$ cat src/rtl/wdog_pkg.sv
package wdog_pkg;
  localparam logic [7:0] SVC_CODE    = 8'h4E;
  localparam int         CFG_RUN_BIT = 0;
  localparam int         CFG_IRQ_BIT = 1;

  typedef enum logic { REG_CFG = 1'b0, REG_SVC = 1'b1 } wdog_reg_e;

  typedef struct packed {
    logic irq_sel;
    logic run;
  } wdog_cfg_t;
endpackage

$ cat src/rtl/wdog_regs.sv
module wdog_regs
  import wdog_pkg::*;
(
  input  logic       clk,
  input  logic       rst,
  input  logic       wr_en,
  input  logic       wr_addr,
  input  logic [7:0] wr_data,
  output wdog_cfg_t  cfg,
  output logic       kick,
  output logic       run_set
);
  logic cfg_wr;

  assign cfg_wr  = wr_en && (wdog_reg_e'(wr_addr) == REG_CFG);
  assign kick    = wr_en && (wdog_reg_e'(wr_addr) == REG_SVC) && (wr_data == SVC_CODE);
  // Raised when a write turns run on; the timing window starts at this edge.
  assign run_set = cfg_wr && wr_data[CFG_RUN_BIT] && !cfg.run;

  always_ff @(posedge clk) begin
    if (rst) begin
      cfg.run     <= 1'b1;
      cfg.irq_sel <= 1'b0;
    end else if (cfg_wr) begin
      cfg.run     <= wr_data[CFG_RUN_BIT];
      cfg.irq_sel <= wr_data[CFG_IRQ_BIT];
    end
  end
endmodule

$ cat src/rtl/wdog_prescaler.sv
module wdog_prescaler #(
  parameter int N_TAPS   = 4,
  parameter int TAP_LO   = 2,
  parameter int TAP_STEP = 2,
  localparam int SEL_W   = (N_TAPS > 1) ? $clog2(N_TAPS) : 1,
  localparam int DIV_W   = TAP_LO + TAP_STEP * (N_TAPS - 1) + 1
) (
  input  logic             clk,
  input  logic             rst,
  input  logic             zero,
  input  logic [SEL_W-1:0] tap_sel,
  output logic             tick
);
  logic [DIV_W-1:0]  div_q;
  logic [N_TAPS-1:0] hit;

  always_ff @(posedge clk) begin
    if (rst || zero) div_q <= '0;
    else             div_q <= div_q + 1'b1;
  end

  // Each tap reports the cycle whose increment makes its bit rise.
  for (genvar i = 0; i < N_TAPS; i++) begin : g_tap
    localparam int B = TAP_LO + TAP_STEP * i;
    assign hit[i] = (div_q[B:0] == {1'b0, {B{1'b1}}});
  end

  assign tick = (int'(tap_sel) < N_TAPS) ? hit[tap_sel] : 1'b0;
endmodule

$ cat src/rtl/wdog_stage_cnt.sv
module wdog_stage_cnt #(
  parameter int STAGES = 2
) (
  input  logic clk,
  input  logic rst,
  input  logic zero,
  input  logic tick,
  output logic ovf
);
  logic [STAGES-1:0] cnt_q;

  always_ff @(posedge clk) begin
    if (rst || zero) cnt_q <= '0;
    else if (tick)   cnt_q <= cnt_q + 1'b1;
  end

  assign ovf = tick && (&cnt_q);
endmodule

$ cat src/rtl/wdog_fire.sv
module wdog_fire #(
  parameter int PULSE_LEN = 8,
  localparam int PW       = $clog2(PULSE_LEN + 1)
) (
  input  logic clk,
  input  logic rst,
  input  logic fire,
  input  logic irq_sel,
  output logic rst_n_q,
  output logic irq_q
);
  logic [PW-1:0] pcnt_q;

  always_ff @(posedge clk) begin
    if (rst) begin
      rst_n_q <= 1'b1;
      irq_q   <= 1'b0;
      pcnt_q  <= '0;
    end else begin
      irq_q <= fire && irq_sel;
      if (!rst_n_q) begin
        if (pcnt_q == '0) rst_n_q <= 1'b1;
        else              pcnt_q  <= pcnt_q - 1'b1;
      end else if (fire && !irq_sel) begin
        rst_n_q <= 1'b0;
        pcnt_q  <= PW'(PULSE_LEN - 1);
      end
    end
  end
endmodule

$ cat src/rtl/wdog_clrcode.sv
module wdog_clrcode
  import wdog_pkg::*;
#(
  parameter int N_TAPS    = 4,
  parameter int TAP_LO    = 2,
  parameter int TAP_STEP  = 2,
  parameter int STAGES    = 2,
  parameter int PULSE_LEN = 8,
  localparam int SEL_W    = (N_TAPS > 1) ? $clog2(N_TAPS) : 1
) (
  input  logic             clk,
  input  logic             rst,
  input  logic [SEL_W-1:0] tap_sel,
  input  logic             wr_en,
  input  logic             wr_addr,
  input  logic [7:0]       wr_data,
  output logic             wdt_rst_n,
  output logic             wdt_irq
);
  wdog_cfg_t cfg_q;
  logic      kick, run_set, tick, ovf, fire, zero, run_w, busy;

  assign run_w = cfg_q.run;
  assign busy  = !wdt_rst_n;
  // A service write wins over an overflow on the same edge.
  assign fire  = ovf && !kick && run_w && !busy;
  assign zero  = kick || run_set || !run_w || busy || fire;

  wdog_regs u_regs (
    .clk(clk), .rst(rst), .wr_en(wr_en), .wr_addr(wr_addr), .wr_data(wr_data),
    .cfg(cfg_q), .kick(kick), .run_set(run_set)
  );

  wdog_prescaler #(.N_TAPS(N_TAPS), .TAP_LO(TAP_LO), .TAP_STEP(TAP_STEP)) u_div (
    .clk(clk), .rst(rst), .zero(zero), .tap_sel(tap_sel), .tick(tick)
  );

  wdog_stage_cnt #(.STAGES(STAGES)) u_cnt (
    .clk(clk), .rst(rst), .zero(zero), .tick(tick), .ovf(ovf)
  );

  wdog_fire #(.PULSE_LEN(PULSE_LEN)) u_fire (
    .clk(clk), .rst(rst), .fire(fire), .irq_sel(cfg_q.irq_sel),
    .rst_n_q(wdt_rst_n), .irq_q(wdt_irq)
  );
endmodule

$ cat config.mk
export PLATFORM = sky130hd
export DESIGN_NAME = wdog_clrcode
export DESIGN_NICKNAME = d
export VERILOG_FILES = /design/src/rtl/wdog_pkg.sv /design/src/rtl/wdog_regs.sv /design/src/rtl/wdog_prescaler.sv /design/src/rtl/wdog_stage_cnt.sv /design/src/rtl/wdog_fire.sv /design/src/rtl/wdog_clrcode.sv
export SDC_FILE = /design/constraint.sdc
export NUM_CORES = 1
export LEC_CHECK = 0
export BUFFER_PORTS_ARGS = -buffer_cell sky130_fd_sc_hd__buf_2
export CAP_MARGIN = 0
export CORE_ASPECT_RATIO = 0.9
export CORE_UTILIZATION = 30
export DETAILED_ROUTE_END_ITERATION = 6
export GPL_TIMING_DRIVEN = 1
export PLACE_DENSITY = 0.48
export RECOVER_POWER = 25
export SLEW_MARGIN = 0
export SYNTH_ARGS = -nofsm -noshare
export SYNTH_HDL_FRONTEND = slang
export SYNTH_HIERARCHICAL = 1
export SYNTH_SLANG_ARGS = --single-unit
$ cat constraint.sdc
create_clock -name clk -period 3.2 [get_ports clk]
set_input_delay 0.16 -clock clk [delete_from_list [all_inputs] [get_ports clk]]
set_output_delay 0.16 -clock clk [all_outputs]
set_load 0.005 [all_outputs]
==> results.md <==
* Worst endpoint required time at 3430 ps
* Number of buffer cells added on primary ports at 15
* Category of the worst setup path capture point: register
* Final antenna-violating net count at 0
* Fraction of the mapped netlist area in simple logic gates at 31.7%
* Cts bufs inserted at 3
* R2r worst-path depth at 9
* Area of the core region at around 0.0029 mm²
* Number of distinct library cell variants in the gate-level netlist after synthesis at 38
* Final clock period utilization by the worst path at about nine tenths
* Vias in the first global route at 721
* Standard-cell row count at 18
* Total DRC errors in the routed layout at 0
* Per-cell via count in the routed design at 4.70
* Number of nets in the finished design at 135
* Setup repair after global routing missed its margin: false
* Post-Syn Nets at ~120
* Launching element of the worst setup path: u_div/div_q[0]$_SDFF_PP0_
* Total Power at 0.395 mW
* Post-CTS resize count at 0
* Number of failing hold endpoints at the final stage at 0
* Routing usage on met1 at between 10 and 15%
* Insertion delay to the later sink of the worst-skew pair at roughly 290 ps
* Cts hold-fix bufs at 0
* Initial Utilization at 32.8%
* Critical path type: register to register
* Placer Congestion at 0.741
* Leakage power total at 0.435 nW
* Arrival time at the worst endpoint at 3120 ps
* Slew at the pin closest to its max-slew limit at 382 ps
* Worst Hold Slack at 90.8 ps
* Number of max-slew violations in the final report at 0
* Share of the synthesized area in the top cell type at 40.5%
* Wire length reported by the detailed router at 1690 µm
* Floorplan die area at 0.00336 mm²
* Number of design-rule violations left by the first detailed-router iteration at 22
* Sequential element share of the synthesized area at 40.5%
* Wirelength per Cell at 11.0 µm
* Via count at about 720
* Most instantiated library cell after synthesis: dfxtp_1
* Post-synth top area cell: dfxtp_1
* Critical R2R Capture: u_div/div_q[8]$_SDFF_PP0_
* H-tree levels at 1
* Sequential standard cell area at 380 µm²
* Peak-usage layer in the global routing report: met2
* Total negative setup slack at 0 ps
* Number of cells in the finished layout apart from fillers at 154
* Number of detailed-route iterations in the first pass at 4
* Buffers inserted by post-CTS timing repair at 0
* Half-perimeter wire length of the detailed placement result at about 1300 µm
* TritonCTS clock tree: done
* Chip Height at 55.1 µm
* GR met2 Demand/Resource at 20.5%
* Path category of the worst min-delay check: input pin to register
* Total track usage at 12.5%
* I/O pins at 16
* Post-synthesis instance total at 96
* Multiplexer area fraction after synthesis at ~5.6%
* Root buffer cell: clkbuf_4
* # fillers at 294
* Worst slew margin relative to its limit at 74.5%
* Fraction of the mapped netlist area in adder cells at 8.00%
* GRT Residual Overflow at 0
* Worst-case clock skew at 5.89 ps
* # placed instances at 150
* Clock transition at the register clock pins on the worst setup and hold paths after CTS at ~110 ps
* Maximum buffer depth of the clock tree at 2
* Max-capacitance violation count at 0
* Area used by multi-input combinational logic at 532 µm²
* Average cell area after synthesis at 9.78 µm²
* Startpoint of the most critical hold path: wr_data[0]
* Number of antenna diodes at 0
* Final count of negative-setup-slack endpoints at 0
* Total of warnings raised by yosys at 6
* Area Overhead vs Synth at 15.6%
* Fraction of final layout cells with drive strength greater than 1 at 23.7%
* Main synth FF type: dfxtp_1
* Time the final worst path needs with I/O delays and setup at 2880 ps
* Initial antenna violation count at 0
* Worst hold path depth at 2
* Largest cells by area after synthesis: dfxtp_1, ha_1, nor2_1, mux2i_1, nor4b_4
* Post-synthesis cell area at 938 µm²
* Seq cells post-synth at 19
* Register-to-register setup slack at 320 ps
* Kind of start point of the critical path: register
* Horizontal die dimension at around 61 µm
* Worst VDD drop at 0.191 mV
* Clock net sink count at 19
* EDFF count, synth at 0
* Post-synthesis compound-gate area fraction at 9.47%
* Highest fanout seen on the critical path at 7
* Xor and xnor fraction of the mapped netlist area at under 10%
* Largest family of logic cells by synthesized area: simple AND/OR/NAND/NOR gates
* Run status: finished, final reports clean
* Async set or reset register ratio after synthesis at 0%
* Maximum number of pins on one net before global-route repair at 14
* Global-route met3 utilization at 5.58%
* Wire length of the first global-routing pass at 2960 µm
* Areal power density over the cells at 364 mW/mm²
* Worst reg2reg path startpoint: u_div/div_q[0]$_SDFF_PP0_
* Leading post-synthesis cells by instance count: dfxtp_1, nor2_1, ha_1, inv_1
* Min-Delay Endpoint: u_regs/cfg[0]$_SDFFE_PP1P_
* Max Freq at 347 MHz
## metal layers
layer  up-vias  wire, µm  part of all wire (%)
li1        377         -                     -
met1       329       843                    50
met2        16       743                    44
met3         2        85                   5.0
met4         0        18                   1.1
met5         -         0                     0
## through the flow
| stage | setup slack, ps | utilization [%] | instance area [µm²] |
|---|---|---|---|
| after detailed placement | 311 | 37.1 | 1060 |
| after global routing | 162 | 37.9 | 1080 |
| after floorplan | 395 | - | 938 |
| after CTS | 291 | 38.0 | 1090 |
| after global placement | 394 | 37.1 | 1060 |
| final | 315 | 37.9 | 1080 |
## flip-flops by register name, summed over array words and instances (netlist names)
name            cells
u_cnt/cnt_q         2
u_fire/rst_n_q      1
u_regs/cfg          2
u_fire/irq_q        1
u_fire/pcnt_q       4
u_div/div_q         9
## layout make-up
cell class,count,share of cell area (%)
multi-input cells,70,49.0
well taps,40,4.61
repair buffers,15,6.81
flip-flops and latches,19,35.1
inverters,6,2.08
clock buffers,4,2.42
## worst max-delay path: stages (launching register included)
cell,delay [ps]
dfxtp_1,360
ha_1,220
nand3_1,140
nor3_1,80
ha_1,170
mux4_2,510
and2_2,200
or4_1,620
or2_2,400
nor2_1,120
## cell families after synthesis
logic type / Yosys count
simple gates: 45
xor+xnor: 2
mux: 4
fa+ha+maj: 6
buf+inv: 7
flops: 19
compound gates: 13
## where the power goes
part,internal [mW],total [mW],switching [mW],leakage (nW)
registers,0.241,0.246,0.00469,0.154
clock network,0.0485,0.120,0.0713,0.0150
logic,0.0149,0.0287,0.0139,0.266
## cell usage in the layout (no fill, tap or decap), types with 2 or more instances in the layout
cell type and n:
o21a_1 2, clkbuf_4 3, nand2_1 4, or3_1 3
nand2b_1 2, nor3_2 2, nand3b_1 2, nand3_1 4
inv_1 6, dfxtp_1 19, buf_2 14, nor3b_1 2
clkbuf_1 2, a211oi_1 2, ha_1 6, mux2i_1 3
nor2_1 9, o21ai_0 2, nor3_1 3, a21oi_1 4
## how the worst max path moves through the flow
stage / end / depth (start not counted)
2_1_floorplan: u_div/div_q[5]$_SDFF_PP0_ / 10
3_3_place_gp: u_div/div_q[2]$_SDFF_PP0_ / 9
3_5_place_dp: u_div/div_q[5]$_SDFF_PP0_ / 9
4_1_cts: u_div/div_q[7]$_SDFF_PP0_ / 9
5_1_grt: u_div/div_q[8]$_SDFF_PP0_ / 9
6_report: u_div/div_q[8]$_SDFF_PP0_ / 9
Note: power is estimated with default switching activity, not from simulation.
